`src/rtl/sbm_pkg.sv`:
```
// Shared definitions for the secure boot mode controller.
// Assumes the boot mode encoding is decoded by neighbouring logic as-is.
package sbm_pkg;
    typedef enum logic [1:0] {
        BOOT_INTERNAL = 2'b00,
        BOOT_EXTERNAL = 2'b01,
        BOOT_SECURE   = 2'b10
    } boot_mode_e;
endpackage

```
`src/rtl/sbm_cfg_decode.sv`:
```
// Decides from the non-volatile configuration bytes whether the device is
// locked. Only the exact open pattern unlocks; every other value locks.
// Assumes the bytes are stable around the edge that ends reset.
module sbm_cfg_decode #(
    parameter int              CFG_W   = 8,
    parameter logic [CFG_W-1:0] OPEN_LO = '0,
    parameter logic [CFG_W-1:0] OPEN_HI = '0
) (
    input  logic [CFG_W-1:0] cfg_lo,
    input  logic [CFG_W-1:0] cfg_hi,
    output logic             lock_req
);
    localparam int NBYTE = 2;
    logic [NBYTE-1:0] match;
    logic [CFG_W-1:0] bytes_in [NBYTE];
    logic [CFG_W-1:0] pattern  [NBYTE];

    // Collect the bytes and their open patterns for the per-byte compare.
    always_comb begin
        bytes_in[0] = cfg_lo;
        bytes_in[1] = cfg_hi;
        pattern[0]  = OPEN_LO;
        pattern[1]  = OPEN_HI;
    end

    for (genvar g = 0; g < NBYTE; g++) begin : g_cmp
        // Compare one byte against its open pattern.
        always_comb match[g] = (bytes_in[g] == pattern[g]);
    end

    // Lock unless every byte matches the open pattern.
    always_comb lock_req = ~(&match);
endmodule

```
`src/rtl/sbm_policy_latch.sv`:
```
// Stores the boot policy at the first clock edge after reset is released
// and holds it until the next reset. Before that edge it reports the
// secure defaults. Assumes a synchronous active-low reset.
module sbm_policy_latch
    import sbm_pkg::*;
#(
    parameter int                ADDR_W   = 21,
    parameter logic [ADDR_W-1:0] INT_ADDR = 21'h020000,
    parameter logic [ADDR_W-1:0] EXT_ADDR = 21'h000000
) (
    input  logic              clk,
    input  logic              rst_n,
    input  logic              lock_req,
    input  logic              key_en,
    input  logic              ext_req,
    output logic              armed,
    output logic              locked_q,
    output logic              key_ok_q,
    output boot_mode_e        mode_q,
    output logic [ADDR_W-1:0] addr_q
);
    boot_mode_e        mode_d;
    logic [ADDR_W-1:0] addr_d;

    // Choose mode and address; a locked device never honours the pin.
    always_comb begin
        if (lock_req) begin
            mode_d = BOOT_SECURE;
            addr_d = INT_ADDR;
        end else if (ext_req) begin
            mode_d = BOOT_EXTERNAL;
            addr_d = EXT_ADDR;
        end else begin
            mode_d = BOOT_INTERNAL;
            addr_d = INT_ADDR;
        end
    end

    // Capture the policy once per reset, then hold it.
    always_ff @(posedge clk) begin
        if (!rst_n) begin
            armed    <= 1'b0;
            locked_q <= 1'b1;
            key_ok_q <= 1'b0;
            mode_q   <= BOOT_SECURE;
            addr_q   <= INT_ADDR;
        end else if (!armed) begin
            armed    <= 1'b1;
            locked_q <= lock_req;
            key_ok_q <= key_en;
            mode_q   <= mode_d;
            addr_q   <= addr_d;
        end
    end


    policy_hold_chk: assert property (@(posedge clk) disable iff (!rst_n)
        $past(armed) |-> ($stable(mode_q) && $stable(addr_q) && $stable(locked_q)));


    secure_addr_chk: assert property (@(posedge clk) disable iff (!rst_n)
        (armed && locked_q) |-> (mode_q == BOOT_SECURE && addr_q == INT_ADDR));


    ext_addr_chk: assert property (@(posedge clk) disable iff (!rst_n)
        (mode_q == BOOT_EXTERNAL) |-> (addr_q == EXT_ADDR && !locked_q));
endmodule

```
`src/rtl/sbm_unlock_gate.sv`:
```
// Drives the external program-space gate and the debug read gate. A
// locked device keeps both closed unless a backdoor unlock arrives after
// the policy is stored and the stored key-enable bit allows it.
module sbm_unlock_gate (
    input  logic clk,
    input  logic rst_n,
    input  logic armed,
    input  logic locked_q,
    input  logic key_ok_q,
    input  logic unlock_pulse,
    output logic ext_en,
    output logic dbg_en
);
    logic open_q;
    logic grant;

    // An unlock counts only on a stored, locked, key-enabled policy.
    always_comb grant = armed && locked_q && key_ok_q && unlock_pulse;

    // Remember a granted unlock until the next reset.
    always_ff @(posedge clk) begin
        if (!rst_n) open_q <= 1'b0;
        else        open_q <= open_q | grant;
    end

    // Gates open once the policy is stored and the device is open or unlocked.
    always_comb begin
        ext_en = armed && (!locked_q || open_q);
        dbg_en = armed && (!locked_q || open_q);
    end


    no_early_open_chk: assert property (@(posedge clk) disable iff (!rst_n)
        $rose(armed) |-> !open_q);


    key_block_chk: assert property (@(posedge clk) disable iff (!rst_n)
        (armed && !key_ok_q) |-> !open_q);


    open_sticky_chk: assert property (@(posedge clk) disable iff (!rst_n)
        open_q |=> open_q);


    locked_closed_chk: assert property (@(posedge clk) disable iff (!rst_n)
        (locked_q && !open_q) |-> (!ext_en && !dbg_en));
endmodule

```
`src/rtl/secure_boot_ctrl.sv`:
```
// Top level of the secure boot mode controller. It decodes the security
// bytes, stores the boot policy once per reset and drives the access gates.
// Assumes the configuration bytes, key enable and boot pin are valid while
// reset is held.
module secure_boot_ctrl #(
    parameter int ADDR_W = 21
) (
    input  logic              clk,
    input  logic              rst_n,
    input  logic [7:0]        cfg_byte_lo,
    input  logic [7:0]        cfg_byte_hi,
    input  logic              key_enable,
    input  logic              ext_boot_req,
    input  logic              unlock_pulse,
    output logic [1:0]        boot_mode,
    output logic [ADDR_W-1:0] boot_addr,
    output logic              ext_pspace_en,
    output logic              dbg_read_en
);
    import sbm_pkg::*;

    localparam logic [ADDR_W-1:0] INT_BOOT = ADDR_W'(32'h0002_0000);
    localparam logic [ADDR_W-1:0] EXT_BOOT = '0;

    logic       lock_req;
    logic       armed;
    logic       locked_q;
    logic       key_ok_q;
    boot_mode_e mode_q;

    sbm_cfg_decode #(.CFG_W(8), .OPEN_LO(8'h00), .OPEN_HI(8'h00)) u_decode (
        .cfg_lo   (cfg_byte_lo),
        .cfg_hi   (cfg_byte_hi),
        .lock_req (lock_req)
    );

    sbm_policy_latch #(.ADDR_W(ADDR_W), .INT_ADDR(INT_BOOT), .EXT_ADDR(EXT_BOOT)) u_policy (
        .clk      (clk),
        .rst_n    (rst_n),
        .lock_req (lock_req),
        .key_en   (key_enable),
        .ext_req  (ext_boot_req),
        .armed    (armed),
        .locked_q (locked_q),
        .key_ok_q (key_ok_q),
        .mode_q   (mode_q),
        .addr_q   (boot_addr)
    );

    sbm_unlock_gate u_gate (
        .clk          (clk),
        .rst_n        (rst_n),
        .armed        (armed),
        .locked_q     (locked_q),
        .key_ok_q     (key_ok_q),
        .unlock_pulse (unlock_pulse),
        .ext_en       (ext_pspace_en),
        .dbg_en       (dbg_read_en)
    );

    // Present the stored mode as a plain bit vector.
    always_comb boot_mode = mode_q;


    reset_secure_chk: assert property (@(posedge clk)
        !rst_n |=> (boot_mode == 2'b10 && !ext_pspace_en && !dbg_read_en));


    unlock_keeps_mode_chk: assert property (@(posedge clk) disable iff (!rst_n)
        ($past(armed) && $rose(ext_pspace_en)) |-> ($stable(boot_mode) && $past(unlock_pulse)));
endmodule

```
`config.mk`:
```
export PLATFORM = sky130hd
export DESIGN_NAME = secure_boot_ctrl
export DESIGN_NICKNAME = d
export VERILOG_FILES = /design/src/rtl/sbm_pkg.sv /design/src/rtl/sbm_cfg_decode.sv /design/src/rtl/sbm_policy_latch.sv /design/src/rtl/sbm_unlock_gate.sv /design/src/rtl/secure_boot_ctrl.sv
export SDC_FILE = /design/constraint.sdc
export NUM_CORES = 1
export LEC_CHECK = 0
export ABC_AREA = 1
export BUFFER_PORTS_ARGS = -buffer_cell sky130_fd_sc_hd__buf_2
export CORE_MARGIN = 3
export CORE_UTILIZATION = 33
export DETAILED_ROUTE_END_ITERATION = 6
export GPL_ROUTABILITY_DRIVEN = 0
export PLACE_DENSITY = 0.77
export SLEW_MARGIN = 10
export SYNTH_ARGS = -nofsm -noshare
export SYNTH_HDL_FRONTEND = slang
export SYNTH_SLANG_ARGS = --single-unit
```
`constraint.sdc`:
```
create_clock -name clk -period 1.1 [get_ports clk]
set_clock_uncertainty 0.1 [all_clocks]
set_input_delay 0.275 -clock clk [delete_from_list [all_inputs] [get_ports clk]]
set_output_delay 0.275 -clock clk [all_outputs]
set_load 0.005 [all_outputs]
```
---- Yosys cells after proc, flatten, opt, wreduce, memory -nomap -nowiden ----
Index checks and enable logic that the tools add are counted.
word-level totals
  bits of input ports ..................... 21
  logic and storage cells ................. 22
  bits in registers ....................... 27
operators by class
  reduce and logical (&&, ||, !) cells .... 9
  bitwise gates (word level) .............. 2
  multiplexer cells ....................... 5
operators with widths
  operator             count
  2-to-1 mux 21 bit    1
  2-to-1 mux 18 bit    1
  logical NOT 8 bit    2
  logical AND 1 bit    4
  2-to-1 mux 1 bit     2
  2-to-1 mux 2 bit     1
  AND reduction 2 bit  1
  logical NOT 1 bit    1
  logical OR 1 bit     1
  NOT 1 bit            1
  OR 1 bit             1

---- Longest topological paths before layout ----
Gate-level depths: netlist of the first run.
  word-level depth ........................ 4
  mapped depth ............................ 6

---- By module ----
From an unflattened synthesis of the first run, not the netlist that was laid out.
second synthesis, totals
  cells, all modules ...................... 67
  area total of the unflattened synthesis .. 444.2 µm²
modules (own cells, without submodules)
  module            sequential area each (µm²)  area an instance (µm²)  cells an instance  times used
  sbm_policy_latch  100.1                       326.6                   42                 1
  sbm_unlock_gate   20.0                        61.3                    10                 1
  sbm_cfg_decode    0.0                         56.3                    15                 1

---- Worst setup path before layout of the first run ----
OpenSTA, ideal clock, no wires.
  path type ............................... register to output
  start ................................... register u_policy.armed
  end ..................................... output ext_pspace_en
  arrival time ............................ 770 ps
  cell stages (with the launch flop) ...... 4
  path buffers ............................ 1
  data required time ...................... 725 ps
  setup slack ............................. -45 ps
  path through ............................ dfxtp_1 -> inv_1 -> a21oi_1 -> buf_4
between the ends
  word-level cells in the longest chain between the ends .. 1
ends and longest elaborated chain
  item                    RTL line                RTL
  start, declared         sbm_policy_latch.sv:16  output logic armed,
  start signal, assigned  sbm_policy_latch.sv:42  armed <= 1'b0;
  start signal, assigned  sbm_policy_latch.sv:48  armed <= 1'b1;
  logical AND 1 bit       --
  end, declared           secure_boot_ctrl.sv:17  output logic ext_pspace_en,
Every way passes these cells.

---- Worst setup path after layout of the first run ----
  start ................................... register u_policy.armed
  end ..................................... output ext_pspace_en
between the ends
  word-level cells in the longest chain between the ends .. 1
ends and longest elaborated chain
  item               RTL line               RTL
  logical AND 1 bit  sbm_unlock_gate.sv:28  ext_en = armed && (!locked_q || open_q);
Every way passes these cells.

==> impl_metrics.csv, run 1 <==
group,metric,value,unit
sta,setup_slack,-0.109,ns
job,maxCapViolCount,0,
sta,rsz0062_at_grt,"true",
critical_path,worst-setup-path-type,"register to primary output",
yosys,synth.most_common_cell,"buf_4",
clocking,root_buffer,"clkbuf_4",
floorplan,core_area,0.00117,mm²
global_routing,gr-usage-all-layers,0.100,
placed_design,hpwlAfterDp,716,µm
global_routing,grt.busiest_layer,"met2",
pwr,p_per_area,1010,mW/mm²
drt,totalWireLength,849,µm
drt,ant_nets,0,
critical_path,worstPathRequired,0.72,ns
cells_and_area,num-fill-cells,133,
sta,finalSetupViolations,2,
clocking,cts_buffers,3,
cells_and_area,final_area,532,µm²
yosys,synth_common_cells,"buf_4 (22), nor2_1 (10), nand2_1 (9)",
clocking,ctsHtreeMaxLevel,1,
yosys,ys.flop_type,"dfxtp_1",
global_routing,grt_pass1_wl,1340,µm
clocking,clkTransAtPathRegs,0.04,ns
worst_hold_path,holdPathEnd,"u_policy.armed",
drt,vias_per_cell,3.75,
clocking,cts_buffer_depth,2,
sta,hold_ws,0.0733,ns
sta,drv_slew,0,
floorplan,initial_utilization,0.368,
sta,finalHoldViolations,0,
clocking,cts_tree,"built",
worst_hold_path,min-delay-start,"rst_n",
worst_hold_path,hold_path.class,"primary input to register",
sta,period_minus_slack,1.21,ns
floorplan,ioPinCount,46,
critical_path,worst-path-max-fanout,2,
placed_design,port_buffers,25,
pwr,p_leak,0.298,nW
cells_and_area,area.growth.synth_to_final,23.5,%
worst_hold_path,hold_depth,1,
drt,wl_per_cell,8.16,µm
yosys,synth.largest_area_cell,"buf_4",
critical_path,r2r_end,"u_policy.mode_q[0]",
placed_design,placed_cell_area,498,µm²
floorplan,die_area,0.00177,mm²
global_routing,gr-usage-met1,0.0897,
clocking,clock-sinks,6,
critical_path,rrSetupSlack,0.17,ns
cells_and_area,drive_above_1_share,0.433,
yosys,yosys.area.top_type_share,0.384,
critical_path,cp-end-kind,"primary output",
critical_path,cp.arrival,0.83,ns
yosys,seq_area_frac_synth,0.279,
cells_and_area,stdcell_count,104,
sta,post-route-period-util,1.10,
yosys,synth_area,430,µm²
critical_path,start_kind,"register",
pwr,ir_drop,0.529,mV
yosys,avgSynthCellArea,6.94,µm²
yosys,synth_area_leaders,"buf_4 (38%), dfxtp_1 (28%), nor2_1 (8.7%)",
global_routing,grtUsageMet2,0.185,
yosys,synth_warnings,0,
run_status,failed_checks,"negative setup slack",
critical_path,r2r_start,"u_policy.armed",
drt,dr.pass1.iters,1,
yosys,ys_ff_latch,6,
critical_path,r2r_cells,4,
drt,num_vias,390,
global_routing,antenna_found_initial,0,
cells_and_area,nNetsFinal,113,
global_routing,grt_overflow,0,
global_routing,grt_util_met3,0.0429,
cells_and_area,diodes,0,
floorplan,die_w,42.1,µm
yosys,synth_cell_types,11,
yosys,synth_edf_count,0,
yosys,synthCells,62,
drt,drtIter0Drc,0,
sta,max_freq,0.827,GHz
run_status,status,"finished with violations",
global_routing,grt_pass1_vias,347,
yosys,asyncSetResetFlopFracSynth,0,
placed_design,place_inst,100,
clocking,clock_latency,0.24,ns
global_routing,grt_max_degree,6,
floorplan,rows,12,
floorplan,die_h,42.1,µm
clocking,cts_hold_buf,0,
drt,route.detailed.drc,0,
-- flip-flops by register name, indices dropped and copies added (netlist names) --
signal,cells
u_gate.open_q,1
u_policy.addr_q,1
u_policy.armed,1
u_policy.key_ok_q,1
u_policy.locked_q,1
u_policy.mode_q,1
-- metal layers --
layer	wire (µm)	up-vias	part of all wire
met4	10	0	0.012
li1	-	206	-
met3	104	2	0.12
met5	0	-	0
met1	292	159	0.34
met2	442	23	0.52
-- per-stage QoR --
step | total power [mW] | worst slack [ns] | setup TNS (ns) | util
floorplan | 0.338 | 0.0111 | 0 | -
global placement | 0.333 | 0.0423 | 0 | 0.425
detailed placement | 0.335 | 0.0120 | 0 | 0.425
CTS | 0.545 | -0.120 | -0.240 | 0.454
global route | 0.567 | -0.181 | -0.359 | 0.454
finish | 0.538 | -0.109 | -0.218 | 0.454
-- worst max path at each step --
stage	slack, ns	end	startpoint	cells past startpoint
2_1_floorplan	0.01	ext_pspace_en	u_policy.armed	3
3_3_place_gp	0.04	u_policy.addr_q[17]	cfg_byte_lo[1]	7
3_5_place_dp	0.01	u_policy.addr_q[17]	cfg_byte_lo[1]	7
4_1_cts	-0.12	ext_pspace_en	u_policy.armed	3
5_1_grt	-0.18	ext_pspace_en	u_policy.armed	3
6_report	-0.11	ext_pspace_en	u_policy.armed	3
-- critical path, stage by stage (launching register included) --
cell and delay [ns]:
dfxtp_2 0.32, inv_2 0.04, a21oi_2 0.11, buf_2 0.12
-- area by class of cell --
cell class / instances / area, µm² / area share
clock buffer: 3 / 22.5 / 0.0424
sequential: 6 / 124 / 0.233
timing repair buffer: 28 / 148 / 0.278
multi-input combinational: 50 / 209 / 0.393
inverter: 3 / 11.3 / 0.0212
tap: 14 / 17.5 / 0.0329
-- power by group --
part           total (mW)  internal [mW]  switching [mW]  leakage (nW)
combinational       0.100         0.0490          0.0510         0.234
sequential          0.237          0.230         0.00608        0.0498
clock               0.202          0.123          0.0784        0.0138
total               0.538          0.403           0.136         0.298
-- cell families after synthesis --
kind of cell    Yosys count  share of synthesized area
compound gates            7                     0.0814
simple gates             23                      0.221
buf+inv                  25                      0.410
other cells               1                    0.00871
flops                     6                      0.279
-- cell usage in the layout, fill, tap and decap left out --
master / count
a21oi_1: 4
inv_1: 1
a21oi_2: 1
nand2_1: 9
clkbuf_4: 3
nand3_1: 1
dfxtp_1: 3
o21ai_0: 2
nor2_2: 2
buf_4: 3
nand4_1: 1
buf_2: 25
nor2_1: 10
inv_2: 2
conb_1: 20
dfxtp_2: 3
-- timing repair --
action,CTS,global route
setup endpoints to repair,3,2
buffers inserted,1,0
resized for setup,5,0
hold endpoints to repair,0,0
Note: power is estimated with default switching activity, not from simulation.
==> inputs of run 2 (changes only) <==
--- a/config.mk
+++ b/config.mk
@@ -11,7 +11,7 @@
 export CORE_UTILIZATION = 33
 export DETAILED_ROUTE_END_ITERATION = 6
 export GPL_ROUTABILITY_DRIVEN = 0
-export PLACE_DENSITY = 0.77
+export PLACE_DENSITY = 0.89
 export SLEW_MARGIN = 10
 export SYNTH_ARGS = -nofsm -noshare
 export SYNTH_HDL_FRONTEND = slang
==> constraint.sdc (replaced) <==
create_clock -name clk -period 1.2 [get_ports clk]
set_clock_uncertainty 0.1 [all_clocks]
set_input_delay 0.3 -clock clk [delete_from_list [all_inputs] [get_ports clk]]
set_output_delay 0.3 -clock clk [all_outputs]
set_load 0.005 [all_outputs]
==> run 2 against run 1 <==
First-iteration DRC count increased by 3. Clock power decreased by 10%. Via count increased by 1.5%. Register-to-register slack worse by 0.12 ns. The flow still finishes with violations (negative setup slack). Largest cell class unchanged. Critical path depth stayed put. Global-route usage decreased by 1.5 points. Wire length down 4.8%. Utilization grew 1.3 points. Setup slack improved by 0.073 ns. Die area is the same. Sequential cell count did not move.
==> impl_metrics.csv, run 2 (synthesis results as in run 1) <==
group,metric,value,unit
run_status,status,"finished with violations",
run_status,failed_checks,"negative setup slack",
critical_path,cp.arrival,0.84,ns
cells_and_area,final_area,547,µm²
pwr,p_per_area,903,mW/mm²
sta,setup_slack,-0.0358,ns
placed_design,place_inst,99,
drt,totalWireLength,808,µm
job,maxCapViolCount,0,
drt,drt-met1-wl,258,µm
worst_hold_path,hold_path.class,"primary input to register",
clocking,cts_tree,"built",
critical_path,max_stage_delay,0.33,ns
global_routing,antenna_found_initial,0,
clocking,clock-sinks,6,
cells_and_area,nNetsFinal,115,
placed_design,hpwlAfterDp,691,µm
drt,vias_per_cell,3.74,
cells_and_area,layout_common_cells,"buf_2 (25), conb_1 (20), nor2_1 (10)",
drt,num_vias,396,
critical_path,worst-setup-path-type,"register to primary output",
critical_path,crit_chain,"inv_2 > a21oi_2 > buf_2",
critical_path,path_delay_family,"flip-flops",
clocking,cts_buffers,3,
clocking,clkTransAtPathRegs,0.05,ns
sta,max_freq,0.809,GHz
pwr,ir_drop,0.453,mV
global_routing,grt_max_degree,6,
sta,finalHoldViolations,0,
cells_and_area,area.growth.synth_to_final,27.0,%
sta,setup-tns-final,-0.0710,ns
clocking,root_buffer,"clkbuf_4",
cells_and_area,drive_above_1_share,0.446,
floorplan,core_area,0.00117,mm²
sta,rsz0062_at_grt,"true",
placed_design,pre_cts_ws,0.0702,ns
drt,route.detailed.drc,0,
global_routing,grt_pass1_wl,1180,µm
global_routing,grt_overflow,0,
placed_design,placed_cell_area,487,µm²
cells_and_area,diodes,0,
floorplan,initial_utilization,0.368,
drt,drtIter0Drc,3,
floorplan,die_area,0.00177,mm²
floorplan,die_w,42.1,µm
critical_path,cp-end-kind,"primary output",
cells_and_area,num-fill-cells,119,
drt,met3WireLength,90,µm
drt,dr.pass1.iters,2,
pwr,p_leak,0.307,nW
critical_path,cpMaxStageDelayCell,"dfxtp_2",
drt,wl_per_cell,7.62,µm
cells_and_area,multi_input_area,209,µm²
clocking,cts_buffer_depth,2,
critical_path,worstPathRequired,0.80,ns
drt,wl_met2,459,µm
floorplan,ioPinCount,46,
critical_path,worst-path-max-fanout,2,
cells_and_area,final-seq-area,124,µm²
drt,top_layer,"met3",
global_routing,grt_pass1_vias,319,
critical_path,critPathBufInv,2,
sta,drv_slew,0,
cells_and_area,stdcell_count,106,
floorplan,rows,12,
sta,finalSetupViolations,2,
critical_path,start_kind,"register",
clocking,ctsHtreeMaxLevel,1,
sta,post-route-period-util,1.03,
placed_design,port_buffers,25,
pwr,total_power,0.494,mW
clocking,clock_latency,0.24,ns
global_routing,gr-usage-all-layers,0.0849,
floorplan,die_h,42.1,µm
clocking,cts_hold_buf,0,
drt,ant_nets,0,
cells_and_area,layout_commonest_cell,"buf_2",
sta,period_minus_slack,1.24,ns
-- run 2: cell count changes in the layout (fill, tap and decap cells not counted) --
cell   previous run  this run
buf_4             3         5
-- run 2: cell type report --
type / count / share of cell area
repair buffers: 30 / 0.297
flip-flops and latches: 6 / 0.227
inverters: 3 / 0.0206
clock buffers: 3 / 0.0412
well taps: 14 / 0.0320
multi-input cells: 50 / 0.382
-- run 2: worst paths after layout --
| path | start | end | slack, ns | depth (start not counted) |
|---|---|---|---|---|
| setup reg to reg | u_policy.armed | u_policy.mode_q[0] | 0.05 | 6 |
| hold reg to reg | u_gate.open_q | u_gate.open_q | 0.36 | 2 |
| setup / recovery | u_policy.armed | ext_pspace_en | -0.04 | 3 |
| hold / removal | rst_n | u_policy.armed | 0.10 | 1 |
-- run 2: report_power, final --
group	total [mW]	internal [mW]	switching [mW]
Clock	0.181	0.113	0.0682
Sequential	0.217	0.211	0.00538
Combinational	0.0960	0.0489	0.0471
-- run 2: metal layers --
layer,vias up,track usage
met1,167,0.0863
met3,0,0.0300
met4,0,0.0373
li1,211,-
met5,-,0
met2,18,0.154
-- run 2: worst reg2reg max path: cells and delay by family, from the launching register on --
| kind | cells | cell delay [ns] |
|---|---|---|
| AOI/OAI and AO/OA | 2 | 0.21 |
| buffers and inverters | 4 | 0.42 |
| DFF | 1 | 0.33 |
-- run 2: timing repair --
action	4_1_cts	5_1_grt
buffers inserted	3	1
cloned	0	0
endpoints found under the setup margin	2	2
gates resized for setup	6	0
-- run 2: stage by stage --
stage | utilization | hold slack, ns
2_1_floorplan | - | 0.228
6_report | 0.467 | 0.104
3_3_place_gp | 0.416 | 0.343
5_1_grt | 0.467 | 0.0920
3_5_place_dp | 0.416 | 0.342
4_1_cts | 0.460 | 0.0917
